`config.mk`:
```
export PLATFORM = sky130hd
export DESIGN_NAME = dp_march_gen
export DESIGN_NICKNAME = d
export VERILOG_FILES = /design/src/rtl/dp_march_gen.sv
export SDC_FILE = /design/constraint.sdc
export NUM_CORES = 1
export LEC_CHECK = 0
export ABC_AREA = 1
export BUFFER_PORTS_ARGS = -buffer_cell sky130_fd_sc_hd__buf_2
export CAP_MARGIN = 20
export CORE_MARGIN = 2
export CORE_UTILIZATION = 59
export DETAILED_ROUTE_END_ITERATION = 7
export PLACE_DENSITY = 0.84
export SKIP_LAST_GASP = 1
export SLEW_MARGIN = 25
export SYNTH_ARGS = -nofsm -noshare
export SYNTH_HDL_FRONTEND = slang
export SYNTH_SLANG_ARGS = --single-unit
export TNS_END_PERCENT = 10
```
`constraint.sdc`:
```
create_clock -name clk -period 2.28 [get_ports clk]
set_input_delay 0.114 -clock clk [delete_from_list [all_inputs] [get_ports clk]]
set_output_delay 0.114 -clock clk [all_outputs]
set_load 0.005 [all_outputs]
```
`src/rtl/dp_march_gen.sv`:
```
module dp_march_gen #(
  parameter int AW = 5,
  parameter int DW = 4
) (
  input  logic          clk,
  input  logic          rst,
  input  logic          start,
  output logic          busy,
  output logic          done,
  output logic [AW-1:0] waddr,
  output logic [DW-1:0] wdata,
  output logic          we,
  output logic [AW-1:0] raddr,
  output logic [DW-1:0] exp_data,
  output logic          cmp_valid
);
  localparam logic [AW-1:0] TOP = '1;

  typedef enum logic [2:0] {S_IDLE, S_FILL, S_SCAN, S_UP1, S_DN0} st_t;
  st_t st;
  logic [AW-1:0] wa, ra;

  always_ff @(posedge clk) begin
    if (rst) begin
      st   <= S_IDLE;
      wa   <= '0;
      ra   <= '0;
      done <= 1'b0;
    end else begin
      done <= 1'b0;
      case (st)
        S_IDLE: if (start) begin
          st <= S_FILL;
          wa <= '0;
        end
        S_FILL: begin
          wa <= wa + 1'b1;
          if (wa == TOP) begin
            st <= S_SCAN;
            ra <= TOP;
          end
        end
        S_SCAN: begin
          ra <= ra - 1'b1;
          if (ra == '0) begin
            st <= S_UP1;
            wa <= '0;
            ra <= TOP;
          end
        end
        S_UP1: begin
          wa <= wa + 1'b1;
          ra <= ra - 1'b1;
          if (wa == TOP) begin
            st <= S_DN0;
            wa <= TOP;
            ra <= '0;
          end
        end
        S_DN0: begin
          wa <= wa - 1'b1;
          ra <= ra + 1'b1;
          if (wa == '0) begin
            st   <= S_IDLE;
            done <= 1'b1;
          end
        end
        default: st <= S_IDLE;
      endcase
    end
  end

  assign busy      = (st != S_IDLE);
  assign waddr     = wa;
  assign raddr     = ra;
  assign we        = (st == S_FILL) || (st == S_UP1) || (st == S_DN0);
  assign wdata     = (st == S_UP1) ? {DW{1'b1}} : '0;
  assign exp_data  = (st == S_UP1) ? {DW{1'b1}} : '0;
  assign cmp_valid = (st == S_SCAN) ||
                     ((st == S_UP1) && (ra < wa)) ||
                     ((st == S_DN0) && (ra > wa));
endmodule


```
==> flow_summary_export.csv, run 1 <==
group,metric,value,unit
clock_network,cts_tree,"done",
job,maxCapViolations,0,
detailed_routing,num_vias,1390,
pwr,max-vdd-ir-drop,0.000608,V
clock_network,insertion_delay,0.30,ns
clock_network,cts.path.max_buffers,2,
clock_network,cts_setup_buffers,0,
floorplanning,pin_count,25,
detailed_routing,antenna_left,0,
synth,synth_cell_types,29,
detailed_routing,drt_pass1_iterations,4,
detailed_routing,wl_met2,1430,um
sta,post-route-min-period,2.10,ns
detailed_routing,wl_per_cell,12.4,um
grt,grt_start_max_net_pins,13,
detailed_routing,drc,0,
floorplanning,core_area,2190,um2
sta,finalHoldViolCount,0,
grt,antenna_found_initial,0,
synth,yosysWarningCount,0,
pwr,cellPowerDensity,1070,nW/um2
clock_network,clk_pin_slew_worst_paths,0.09,ns
grt,grtUsageTotal,0.261,
final_layout,insertedDiodeCount,0,
synth,synth_edf_count,0,
final_layout,fillers,207,
clock_network,h-tree-depth,1,
floorplanning,die_w,52.1,um
critical_path,crit_required,2.17,ns
synth,syn-num-nets,225,
sta,finalCritPeriodShare,0.919,
sta,setup_tns,0,ns
critical_path,crit_arrival,1.98,ns
clock_network,cts_resized,0,
pwr,p_total,1.59,mW
synth,ys_seq_area_frac,0.206,
floorplanning,die-height,52.1,um
clock_network,cts_root_buf,"clkbuf_4",
sta,max_freq,477,MHz
critical_path,worstPathMaxFanout,7,
synth,synth_ff_type,"dfxtp_1",
clock_network,numCtsBuffers,3,
grt,grt_pass1_vias,1180,
sta,worst_pin_slew,0.396,ns
sta,maxSlewHeadroom,0.736,
sta,setup_viol,0,
final_layout,final_cell_mix,"44 x nand2_1, 24 x nor2_1, 24 x buf_2, 20 x inv_1, 20 x nand3_1",
critical_path,cp-end-kind,"output port",
final_layout,synthToLayoutAreaGrowth,8.72,%
clock_network,clkSinkCount,14,
place,port_buffers,24,
detailed_routing,drt-met1-wl,1550,um
clock_network,hold_buffers,0,
critical_path,worstSetupStartpointType,"register",
critical_path,slowest_stage,"dfxtp_1",
critical_path,path_common_cell,"nand3_1",
detailed_routing,wl_met3,128,um
detailed_routing,routed_via_density,5.45,
synth,synth_seq_cells,14,
sta,rsz0062_at_grt,"false",
final_layout,finalNetCount,244,
grt,grt_pass1_wl,5240,um
synth,synth.largest_area_cell,"dfxtp_1",
final_layout,final_common_cell,"nand2_1",
synth,netlist_top_cells_area,"dfxtp_1 21%, nand2_1 12%, ha_1 12%",
sta,finalMaxSlewViolations,0,
status,outcome,"finished, final reports clean",
critical_path,cp_slowest_stage_delay,0.45,ns
grt,overflow,0,
synth,netlist_instances,209,
critical_path,crit_chain,"inv_1, ha_1, a21oi_1, a21boi_0, nand3_1, nand2_1, nand3_1, buf_2",
pwr,p_leak,0.805,nW
sta,finClkSkew,0.00134,ns
place,routabilityCongestion,0.889,
final_layout,drive_above_1_share,0.273,
synth,postSynthAreaPerCell,6.53,um2
floorplanning,dieArea,2710,um2
critical_path,path_class,"reg -> out",
place,dp_hpwl,2470,um
floorplanning,placementRows,17,
worst_hold_path,hp-class,"in -> reg",
synth,netlist_area,1360,um2
detailed_routing,wirelength,3160,um
detailed_routing,top_layer_used,"met4",
detailed_routing,first_iter_violations,61,
synth,async_reset_ff_frac,0,
synth,synth_top_area_share,0.206,
critical_path,r2r_setup_slack,0.47,ns
floorplanning,start_util,0.623,
## cells in the mapped netlist, types with 5 or more instances
library cell / number
inv_2: 10
nand2_2: 9
dfxtp_1: 14
inv_1: 20
o21ai_0: 5
nand3_1: 20
o21ai_1: 5
nand2_1: 44
a21oi_2: 5
a21oi_1: 9
nor2_1: 24
ha_1: 13
buf_4: 7
## per-stage QoR
stage | hold slack (ns) | util | setup WS (ns) | instances | cell area [um2]
finish | 0.118 | 0.677 | 0.184 | 255 | 1480
global route | 0.131 | 0.677 | 0.0113 | 255 | 1480
CTS | 0.115 | 0.677 | 0.210 | 255 | 1480
floorplan | 0.398 | - | 0.764 | 209 | 1360
global placement | 0.421 | 0.660 | 0.522 | 251 | 1450
detailed placement | 0.429 | 0.660 | 0.531 | 251 | 1450
## per-layer routing
layer,up-vias,track usage
met2,42,0.420
met5,-,0
met4,0,0.0921
met3,5,0.0259
li1,703,-
met1,640,0.360
## registers in the layout (all words and copies together), names as in the netlist
signal and flops:
done 1, raddr 5, st 3, waddr 5
## layout make-up
class                      instances  area, um2  share of cell area
multi-input combinational        155        898               0.606
sequential                        14        280               0.189
timing repair buffer              24        120              0.0810
inverter                          30        113              0.0759
clock buffer                       4       36.3              0.0245
tap                               28       35.0              0.0236
## power by group
group,total (mW),internal (mW),switching [mW]
sequential,0.428,0.307,0.121
combinational,0.968,0.365,0.603
clock,0.190,0.0975,0.0925
## worst max-delay path: cells and delay by family, from the launching register on
kind	cells	cell delay, ns
AOI/OAI and AO/OA	2	0.40
adders and majority gates	1	0.32
buffers and inverters	2	0.25
DFF	1	0.45
and+or+nand+nor	3	0.27
## final timing paths
check | startpoint | to | cells past startpoint
setup / recovery | waddr[4] | cmp_valid | 8
hold / removal | rst | waddr[2] | 2
setup reg to reg | waddr[0] | st[0] | 9
hold reg to reg | waddr[4] | waddr[4] | 2
## logic make-up after synthesis
kind of cell,Yosys count,share of synthesized area
XOR/XNOR,3,0.0193
adder cells (fa/ha/maj),13,0.119
flip-flops,14,0.206
buffers and inverters,40,0.136
AO/OA/AOI/OAI,28,0.125
AND/OR/NAND/NOR,111,0.395
No activity file was read; power rests on OpenSTA's default activity.
==> run 2: changes to the inputs <==
REMOVE_ABC_BUFFERS = 1   (was not set)
TNS_END_PERCENT = 20   (was 10)
==> run 2 against run 1 <==
Net effect:
- die area unchanged
- sequential share of layout area up 0.18 points
- via count down 4.6%
- non-clock buffer count did not move
- critical path depth is the same
- core utilization decreased by 0.63 points
- routed wire length fell by 6.7%
- clock skew about the same
- final cell count decreased by 0.39%
- combinational power down 1%
- power decreased by 4.2%
- final area is 0.93% lower
- largest cell class unchanged
- highest routed layer unchanged
==> flow_summary_export.csv, run 2 (synthesis results as in run 1) <==
group,metric,value,unit
grt,overflow,0,
critical_path,crit_arrival,1.91,ns
detailed_routing,drt_pass1_iterations,4,
detailed_routing,drt-met1-wl,1390,um
critical_path,rr_worst_depth,9,
clock_network,cts.path.max_buffers,2,
clock_network,numCtsBuffers,3,
clock_network,cts_tree,"done",
sta,post-route-min-period,2.03,ns
detailed_routing,wirelength,2950,um
critical_path,crit_chain,"inv_1, ha_1, a21oi_1, a21boi_0, nand3_1, nand2_1, nand3_1, buf_2",
final_layout,insertedDiodeCount,0,
critical_path,timing.rr.end,"st[0]",
worst_hold_path,hold_start,"rst",
detailed_routing,first_iter_violations,35,
place,post_dp_cell_area,1450,um2
critical_path,cp-end-kind,"output port",
detailed_routing,wl_met2,1330,um
critical_path,crit_required,2.17,ns
sta,finalMaxSlewViolations,0,
sta,finClkSkew,0.00139,ns
clock_network,cts_resized,0,
clock_network,cts_root_buf,"clkbuf_4",
detailed_routing,top_layer_used,"met4",
grt,antenna_found_initial,0,
sta,worst_pin_slew,0.388,ns
clock_network,clk_pin_slew_worst_paths,0.08,ns
final_layout,final_common_cell,"nand2_1",
job,maxCapViolations,0,
grt,grt_pass1_vias,1123,
sta,maxSlewHeadroom,0.741,
critical_path,cp.buffers_inverters,2,
final_layout,finalNetCount,244,
pwr,p_total,1.52,mW
critical_path,worstPathMaxFanout,7,
final_layout,final_cell_area,1470,um2
clock_network,hold_buffers,0,
final_layout,fillers,201,
detailed_routing,num_vias,1326,
detailed_routing,antenna_left,0,
sta,setup_viol,0,
final_layout,final_cell_count_no_fill,254,
pwr,switching_share,0.517,
pwr,p_switching,786,uW
sta,max_freq,493,MHz
sta,rsz0062_at_grt,"false",
grt,grtUsageTotal,0.244,
final_layout,synthToLayoutAreaGrowth,7.71,%
critical_path,path_depth,8,
critical_path,cp_slowest_stage_delay,0.46,ns
detailed_routing,wl_per_cell,11.6,um
floorplanning,die-height,52.1,um
grt,grt_start_max_net_pins,13,
critical_path,path_class,"reg -> out",
place,dp.cells,251,
sta,finalCritPeriodShare,0.889,
detailed_routing,routed_via_density,5.22,
critical_path,worstSetupStartpointType,"register",
worst_hold_path,hp-class,"in -> reg",
final_layout,final_cell_mix,"44 x nand2_1, 24 x nor2_1, 24 x buf_2, 20 x inv_1, 20 x nand3_1",
clock_network,cts_setup_buffers,0,
final_layout,regArea,280,um2
clock_network,h-tree-depth,1,
place,routabilityCongestion,0.865,
place,port_buffers,24,
sta,finalHoldViolCount,0,
critical_path,rr_startpoint,"waddr[0]",
floorplanning,start_util,0.623,
critical_path,path_common_cell,"nand3_1",
floorplanning,pin_count,25,
sta,worst_hold_slack,0.107,ns
floorplanning,placementRows,17,
floorplanning,dieArea,2710,um2
pwr,p_int,733,uW
worst_hold_path,whs_path_depth,2,
final_layout,drive_above_1_share,0.270,
detailed_routing,drc,0,
worst_hold_path,min_to,"waddr[1]",
pwr,max-vdd-ir-drop,0.000840,V
pwr,p_seq_frac,0.282,
detailed_routing,wl_met3,184,um
floorplanning,die_w,52.1,um
place,dp_hpwl,2340,um
pwr,p_leak,0.798,nW
clock_network,clkSinkCount,14,
grt,grt_pass1_wl,4890,um
pwr,cellPowerDensity,1030,nW/um2
floorplanning,core_area,2190,um2
critical_path,r2r_setup_slack,0.55,ns
critical_path,crit_family,"flip-flops",
clock_network,insertion_delay,0.27,ns
status,outcome,"finished, final reports clean",
critical_path,slowest_stage,"dfxtp_1",
pwr,clockPowerShare,0.090,
final_layout,multi_input_area,898,um2
sta,setup_tns,0,ns
pwr,combPwrFrac,0.628,
run 2: changes by cell type in the layout (fill, tap and decap cells not counted):
cell      before  now
clkbuf_8       1    0
run 2: how the worst max path moves through the flow:
stage	start	to	slack (ns)
CTS	waddr[4]	cmp_valid	0.26
floorplan	waddr[0]	st[0]	0.75
global route	waddr[4]	cmp_valid	0.06
global placement	waddr[0]	st[0]	0.60
finish	waddr[4]	cmp_valid	0.25
detailed placement	waddr[0]	st[0]	0.56
run 2: cell type report:
| class | count | area share |
|---|---|---|
| sequential | 14 | 0.191 |
| inverter | 30 | 0.0767 |
| tap | 28 | 0.0239 |
| clock buffer | 3 | 0.0153 |
| multi-input combinational | 155 | 0.612 |
| timing repair buffer | 24 | 0.0818 |
run 2: power groups by stage:
stage          Combinational, mW  Clock [mW]  Sequential (mW)
2_1_floorplan              0.723           0            0.413
3_3_place_gp               0.935           0            0.432
3_5_place_dp               0.946           0            0.433
4_1_cts                    0.950       0.143            0.427
5_1_grt                     1.08       0.153            0.444
6_report                   0.955       0.136            0.428
run 2: per-stage QoR:
stage / util / setup WS (ns)
floorplan: - / 0.749
global placement: 0.660 / 0.595
detailed placement: 0.660 / 0.558
CTS: 0.670 / 0.262
global route: 0.670 / 0.0624
finish: 0.670 / 0.252
run 2: layer usage:
layer	track usage	vias up
li1	-	700
met1	0.336	575
met2	0.395	46
met5	0	-
met4	0.0789	0
met3	0.0259	5
run 2: worst register-to-register path: stages, from the launching register on:
cell	delay, ns
dfxtp_1	0.48
ha_1	0.24
nand3_1	0.11
inv_1	0.11
ha_1	0.22
inv_1	0.09
nand2_2	0.10
nand2_1	0.06
o211ai_1	0.18
inv_1	0.05
